**config.mk**
```make
export PLATFORM = sky130hd
export DESIGN_NAME = aligned_bus_decoder
export DESIGN_NICKNAME = d
export VERILOG_FILES = /design/src/rtl/bus_pkg.sv /design/src/rtl/bus_region_decode.sv /design/src/rtl/bus_lane_ram.sv /design/src/rtl/aligned_bus_decoder.sv
export SDC_FILE = /design/constraint.sdc
export NUM_CORES = 2
export LEC_CHECK = 0
export CORE_MARGIN = 2
export CORE_UTILIZATION = 30
export CTS_CLUSTER_DIAMETER = 40
export DETAILED_ROUTE_END_ITERATION = 8
export DONT_BUFFER_PORTS = 1
export PLACE_DENSITY_LB_ADDON = 0.25
export REMOVE_ABC_BUFFERS = 1
export SYNTH_ARGS = -nofsm -noshare
export SYNTH_HDL_FRONTEND = slang
export SYNTH_SLANG_ARGS = --single-unit
export TNS_END_PERCENT = 50
```
**constraint.sdc**
```tcl
create_clock -name clk -period 8 [get_ports clk]
set_input_delay 1.6 -clock clk [delete_from_list [all_inputs] [get_ports clk]]
set_output_delay 1.6 -clock clk [all_outputs]
set_load 0.05 [all_outputs]
```
**src/rtl/bus_pkg.sv**
```systemverilog
package bus_pkg;
  localparam int ADDR_W = 32;
  localparam int DATA_W = 32;
  localparam int LANES  = DATA_W / 8;

  localparam logic [2:0] SZ_BYTE = 3'd1;
  localparam logic [2:0] SZ_HALF = 3'd2;
  localparam logic [2:0] SZ_WORD = 3'd4;

  typedef enum logic [1:0] {
    RGN_NONE  = 2'd0,
    RGN_MAIN  = 2'd1,
    RGN_LOCAL = 2'd2,
    RGN_IO    = 2'd3
  } region_e;

  function automatic logic size_legal(input logic [2:0] sz);
    return (sz == SZ_BYTE) || (sz == SZ_HALF) || (sz == SZ_WORD);
  endfunction

  // lane enables for an access of size sz starting at byte lane lo
  function automatic logic [LANES-1:0] lane_mask(input logic [2:0] sz, input logic [1:0] lo);
    logic [LANES-1:0] m;
    case (sz)
      SZ_WORD: m = 4'b1111;
      SZ_HALF: m = lo[1] ? 4'b1100 : 4'b0011;
      default: m = 4'b0001 << lo;
    endcase
    return m;
  endfunction
endpackage

```
**src/rtl/bus_region_decode.sv**
```systemverilog
module bus_region_decode
  import bus_pkg::*;
#(
  parameter int MAIN_AW   = 8,
  parameter int LOCAL_AW  = 8,
  parameter int LOCAL_SEL = 0
) (
  input  logic [ADDR_W-1:0]   addr,
  input  logic [2:0]          size,
  output logic [ADDR_W-1:0]   aligned,
  output logic                size_bad,
  output region_e             region,
  output logic [MAIN_AW-1:0]  main_off,
  output logic [LOCAL_AW-1:0] local_off
);
  logic hit_local;

  always_comb begin
    aligned = addr;
    if (size == SZ_WORD) aligned[1:0] = 2'b00;
    else if (size == SZ_HALF) aligned[0] = 1'b0;
  end

  generate
    if (LOCAL_SEL == 0) begin : g_work
      assign hit_local = (aligned[31:16] == 16'h0380);
    end else begin : g_video
      assign hit_local = (aligned[31:24] == 8'h06);
    end
  endgenerate

  always_comb begin
    size_bad = !size_legal(size);
    region   = RGN_NONE;
    if (!size_bad) begin
      if (aligned[31:24] == 8'h02)      region = RGN_MAIN;
      else if (aligned[31:24] == 8'h04) region = RGN_IO;
      else if (hit_local)               region = RGN_LOCAL;
    end
  end

  assign main_off  = aligned[MAIN_AW-1:0];
  assign local_off = aligned[LOCAL_AW-1:0];
endmodule

```
**src/rtl/bus_lane_ram.sv**
```systemverilog
module bus_lane_ram
  import bus_pkg::*;
#(
  parameter int AW = 8
) (
  input  logic              clk,
  input  logic              en,
  input  logic              we,
  input  logic [AW-1:0]     off,
  input  logic [2:0]        size,
  input  logic [DATA_W-1:0] wdata,
  output logic [DATA_W-1:0] rword
);
  localparam int DEPTH = 1 << (AW - 2);

  logic [DATA_W-1:0] mem [DEPTH];
  logic [AW-3:0]     idx;
  logic [LANES-1:0]  be;
  logic [DATA_W-1:0] lanes;

  assign idx = off[AW-1:2];
  assign be  = lane_mask(size, off[1:0]);

  always_comb begin
    case (size)
      SZ_BYTE: lanes = {4{wdata[7:0]}};
      SZ_HALF: lanes = {2{wdata[15:0]}};
      default: lanes = wdata;
    endcase
  end

  always_ff @(posedge clk) begin
    if (en) begin
      if (we) begin
        for (int b = 0; b < LANES; b++)
          if (be[b]) mem[idx][8*b +: 8] <= lanes[8*b +: 8];
      end else begin
        rword <= mem[idx];
      end
    end
  end
endmodule

```
**src/rtl/aligned_bus_decoder.sv**
```systemverilog
module aligned_bus_decoder
  import bus_pkg::*;
#(
  parameter int MAIN_AW   = 8,
  parameter int LOCAL_AW  = 8,
  parameter int LOCAL_SEL = 0,
  parameter int TICK_W    = 32
) (
  input  logic              clk,
  input  logic              rst,
  input  logic              req_valid,
  input  logic              req_write,
  input  logic              req_dbg,
  input  logic [2:0]        req_size,
  input  logic [31:0]       req_addr,
  input  logic [31:0]       req_wdata,
  output logic              rsp_valid,
  output logic [31:0]       rsp_rdata,
  output logic              rsp_unmapped,
  output logic              rsp_err,
  output logic              io_valid,
  output logic              io_write,
  output logic [2:0]        io_size,
  output logic [31:0]       io_addr,
  output logic [31:0]       io_wdata,
  input  logic [31:0]       io_rdata,
  output logic [TICK_W-1:0] tick
);
  logic [ADDR_W-1:0]   aligned;
  logic                size_bad;
  region_e             region;
  logic [MAIN_AW-1:0]  main_off;
  logic [LOCAL_AW-1:0] local_off;
  logic [DATA_W-1:0]   main_word, local_word;

  bus_region_decode #(.MAIN_AW(MAIN_AW), .LOCAL_AW(LOCAL_AW), .LOCAL_SEL(LOCAL_SEL)) u_dec (
    .addr(req_addr), .size(req_size), .aligned(aligned), .size_bad(size_bad),
    .region(region), .main_off(main_off), .local_off(local_off)
  );

  bus_lane_ram #(.AW(MAIN_AW)) u_main (
    .clk(clk), .en(req_valid && region == RGN_MAIN), .we(req_write),
    .off(main_off), .size(req_size), .wdata(req_wdata), .rword(main_word)
  );

  bus_lane_ram #(.AW(LOCAL_AW)) u_local (
    .clk(clk), .en(req_valid && region == RGN_LOCAL), .we(req_write),
    .off(local_off), .size(req_size), .wdata(req_wdata), .rword(local_word)
  );

  // response bookkeeping, one stage
  region_e     rgn_q;
  logic        rd_q, err_q;
  logic [1:0]  lo_q;
  logic [2:0]  sz_q;

  always_ff @(posedge clk) begin
    if (rst) begin
      rsp_valid <= 1'b0;
      io_valid  <= 1'b0;
      tick      <= '0;
    end else begin
      rsp_valid <= req_valid;
      io_valid  <= req_valid && region == RGN_IO;
      if (req_valid && !req_dbg) tick <= tick + 1'b1;
    end
    rgn_q <= region;
    rd_q  <= !req_write;
    err_q <= size_bad;
    lo_q  <= aligned[1:0];
    sz_q  <= req_size;
    if (req_valid && region == RGN_IO) begin
      io_write <= req_write;
      io_size  <= req_size;
      io_addr  <= aligned;
      io_wdata <= req_wdata;
    end
  end

  logic [DATA_W-1:0] word_sel, shifted;

  always_comb begin
    word_sel = (rgn_q == RGN_MAIN) ? main_word : local_word;
    shifted  = word_sel >> (8 * lo_q);
    rsp_rdata = '0;
    if (rsp_valid && rd_q && !err_q) begin
      case (rgn_q)
        RGN_IO:    rsp_rdata = io_rdata;
        RGN_MAIN, RGN_LOCAL: begin
          case (sz_q)
            SZ_BYTE: rsp_rdata = {24'h0, shifted[7:0]};
            SZ_HALF: rsp_rdata = {16'h0, shifted[15:0]};
            default: rsp_rdata = shifted;
          endcase
        end
        default:   rsp_rdata = '0;
      endcase
    end
    rsp_err      = rsp_valid && err_q;
    rsp_unmapped = rsp_valid && !err_q && rgn_q == RGN_NONE;
  end

  // assertions
  assert_rsp_follows_req_R6: assert property (@(posedge clk) disable iff (rst)
    req_valid |=> rsp_valid);
  assert_no_rsp_idle_R6: assert property (@(posedge clk) disable iff (rst)
    !req_valid |=> !rsp_valid);
  assert_tick_step_R9: assert property (@(posedge clk) disable iff (rst)
    (req_valid && !req_dbg) |=> tick == $past(tick) + 1'b1);
  assert_tick_hold_R9: assert property (@(posedge clk) disable iff (rst)
    !(req_valid && !req_dbg) |=> $stable(tick));
  assert_io_word_aligned_R1: assert property (@(posedge clk) disable iff (rst)
    (io_valid && io_size == SZ_WORD) |-> io_addr[1:0] == 2'b00);
  assert_io_half_aligned_R1: assert property (@(posedge clk) disable iff (rst)
    (io_valid && io_size == SZ_HALF) |-> io_addr[0] == 1'b0);
  assert_err_no_io_R8: assert property (@(posedge clk) disable iff (rst)
    (req_valid && !size_legal(req_size)) |=> !io_valid);
  assert_unmapped_zero_R7: assert property (@(posedge clk) disable iff (rst)
    rsp_unmapped |-> rsp_rdata == '0);
  assert_flags_exclusive_R8: assert property (@(posedge clk) disable iff (rst)
    !(rsp_unmapped && rsp_err));
endmodule

```
==> results.py <==
metrics = {
    "status": {
        "status": "complete, but fails checks",
        "violations": "max-capacitance violations, max-slew violations",
    },
    "routing": {
        "dr.max_layer_used": "met5",
        "wl_met1_um": 222900,
        "drt-total-wl_um": 551500,
        "met2_length_um": 245300,
        "vias": 91164,
        "via_per_inst": 5.429,
        "route.met3.wl_um": 59080,
        "avgRoutedWirePerCell_um": 32.84,
        "drtPass1Iterations": 6,
        "postRouteAntennaNets": 0,
        "drc": 0,
        "drt_iter0_markers": 12501,
    },
    "sta": {
        "period_share_pct": 85.42,
        "maxSlewViolCount": 136,
        "period_needed_ps": 6833,
        "max_freq_ghz": 0.1463,
        "rsz0062_at_grt": "false",
        "slew_headroom_pct": -6.346,
        "hold_viol": 0,
        "finalSetupViolations": 0,
        "finalClockSkew_ps": 39.60,
        "tns_ps": 0,
        "tightest_slew_ps": 1595,
    },
    "worst_setup_path": {
        "cp_cell_sequence": "inv_1 -> ha_2 -> buf_4 -> mux2i_1 -> mux2i_1 -> mux2_2 -> a22oi_1 -> nor2_1",
        "required_ps": 6400,
        "critPathMaxFanout": 14,
        "worstSetupEndpointType": "output pin",
        "cp.arrival_ps": 5230,
        "crit_type": "register to output pin",
        "r2r-start": "u_local.mem[24][1]$_DFFE_PP_",
        "ff2ff_path_depth": 5,
        "max_stage_delay_ps": 1010,
        "cp_common_cell": "mux2i_1",
        "critPathLaunchType": "register",
        "startpoint": "rgn_q[1]$_DFF_P_",
        "slowest_stage": "mux2i_1",
    },
    "cts": {
        "cts_buffers": 590,
        "clockRootBuffer": "clkbuf_16",
        "cts.sinks": 4271,
        "clockBufferDepth": 4,
        "clk_latency_ps": 1070,
        "cts-resized-gates": 0,
        "cts-hold-fix-buffers": 0,
        "htree_num_levels": 6,
        "clk_pin_slew_ps": 60,
        "cts_tree": "built",
        "post_cts_buffers": 0,
    },
    "finish": {
        "drive_gt1_share_pct": 23.86,
        "final_cell_mix": "edfxtp_1 (4228), clkbuf_16 (600), mux4_2 (520)",
        "area_growth_pct": 18.38,
        "design_area_um2": 196300,
        "final_util_pct": 35.58,
        "finish.net_count": 9096,
        "final_common_cell": "edfxtp_1",
        "filler_cell_count": 50765,
    },
    "die": {
        "rows": 273,
        "io_pins": 240,
        "die-area_um2": 558700,
        "die_y_um": 747.4,
        "die_width_um": 747.4,
        "core_um2": 551600,
        "start_util_pct": 30.06,
    },
    "synthesis": {
        "synth-seq-cells": 4271,
        "syn_area_per_cell_um2": 19.20,
        "synthArstFlopShare_pct": 0,
        "ys_seq_area_share_pct": 77.09,
        "syn-cell-area_um2": 165800,
        "synth_warnings": 0,
        "synth_top_area_cell": "edfxtp_1",
        "synth_area_leaders": "edfxtp_1 (77%), mux4_2 (7.1%), mux2i_1 (3.1%), a221oi_1 (2.5%), a22oi_1 (1.6%)",
        "ys_types": 71,
        "synthCells": 8638,
        "synth_top_area_share_pct": 76.57,
        "ys_dominant_reg_cell": "edfxtp_1",
        "synth_enable_flop_cells": 4228,
    },
    "global_route": {
        "grt_max_degree": 188,
        "grt_use_total_pct": 19.03,
        "grt_pass1_wl_um": 750600,
        "antenna_found_initial": 50,
        "grt_pass1_vias": 90047,
        "grt-ovfl-total": 0,
    },
    "placement": {
        "dp_hpwl_um": 340200,
        "placement.cell_area_um2": 176100,
        "place_congestion": 0.8584,
        "portBuffers": 0,
    },
    "power_and_ir_drop": {
        "p_leak_nw": 60.10,
        "power_density_nw_per_um2": 272.9,
        "ir_worst_vdd_mv": 0.2099,
    },
    "worst_hold_path": {
        "hp-class": "primary input to register",
        "hold_depth": 0,
        "hp-start": "req_size[0]",
    },
    "run": {
        "max_cap_viol_count": 1,
    },
}
## flip-flops by register name (all words and copies together) (netlist names), 2 cells and up
register and flops:
sz_q 3, io_wdata 32, u_main.mem 2048, u_local.rword 32, lo_q 2, u_main.rword 32
u_local.mem 2048, tick 32, io_addr 32, rgn_q 2, io_size 3
## critical path, delay by kind of cell (launching register included)
family	cells	cell delay [ps]
mux	3	2190
simple gates	1	250
fa+ha+maj	1	680
flops	1	320
buf+inv	2	490
compound gates	1	160
## routing by layer
layer / vias to the layer above / global-route usage, %
met2: 4645 / 28.67
met4: 24 / 7.649
met1: 48387 / 25.27
li1: 37222 / -
met3: 886 / 6.414
met5: - / 0
## cell families after synthesis
group                    share of synthesized area, %
buffers and inverters                           1.733
flip-flops                                      77.09
adder cells (fa/ha/maj)                       0.03773
XOR/XNOR                                       0.1373
AO/OA/AOI/OAI                                   6.514
AND/OR/NAND/NOR                                 3.873
multiplexers                                    10.61
## worst paths after layout
kind	end	slack, ps
setup / recovery	rsp_rdata[7]	1170
hold / removal	sz_q[0]$_DFF_P_	580
setup reg to reg	u_local.rword[1]$_DFFE_PP_	4950
hold reg to reg	tick[9]$_SDFFE_PP0P_	760
## final cells by class
class                           instances  area (um2)  share of cell area [%]
Clock inverter                        424        4743                   2.417
Timing Repair Buffer                  396        3503                   1.785
Inverter                               27       108.9                 0.05546
Sequential cell                      4271      127800                   65.12
Tap cell                             7287        9117                   4.645
Multi-Input combinational cell       3701       35680                   18.18
Antenna cell                           37       92.59                 0.04717
Clock buffer                          650       15210                   7.750
## synth_stat cells (4+ instances only)
library cell and count:
a2111oi_0 5, a211oi_1 4, a21oi_1 64, a221oi_1 481, a22oi_1 352, a31oi_1 9
and2_1 8, and3_1 7, and3b_1 4, and4_1 5, buf_1 86, buf_2 140
buf_6 25, clkbuf_1 385, dfxtp_1 43, edfxtp_1 4228, ha_1 5, inv_1 25
mux2_2 67, mux2i_1 513, mux4_2 520, nand2_1 123, nand2b_1 18, nand3_1 16
nand4_1 65, nor2_1 337, nor2b_1 16, nor3_1 229, nor3_2 229, nor3b_1 5
nor4_1 15, o211ai_1 115, o21ai_0 144, o221ai_1 6, o22a_1 6, o22ai_1 250
o2bb2ai_1 4, or3_1 9, xnor2_1 23
## where the power goes
group	switching, mW	internal, mW
sequential	0.00704	24.8
clock	10.4	16.0
combinational	1.71	0.665
## per-stage QoR
stage                     setup WS, ps  power (mW)  instances  hold WS (ps)
final                             1167       53.56      16793         584.2
after detailed placement         684.4       27.65      15677         750.5
after floorplan                  -9883       26.57       7999         638.7
after global routing             925.8       54.97      16762         532.2
after global placement           793.6       27.61      15675         727.5
after CTS                         1339       53.94      16751         487.3
Note: power is estimated with default switching activity, not from simulation.
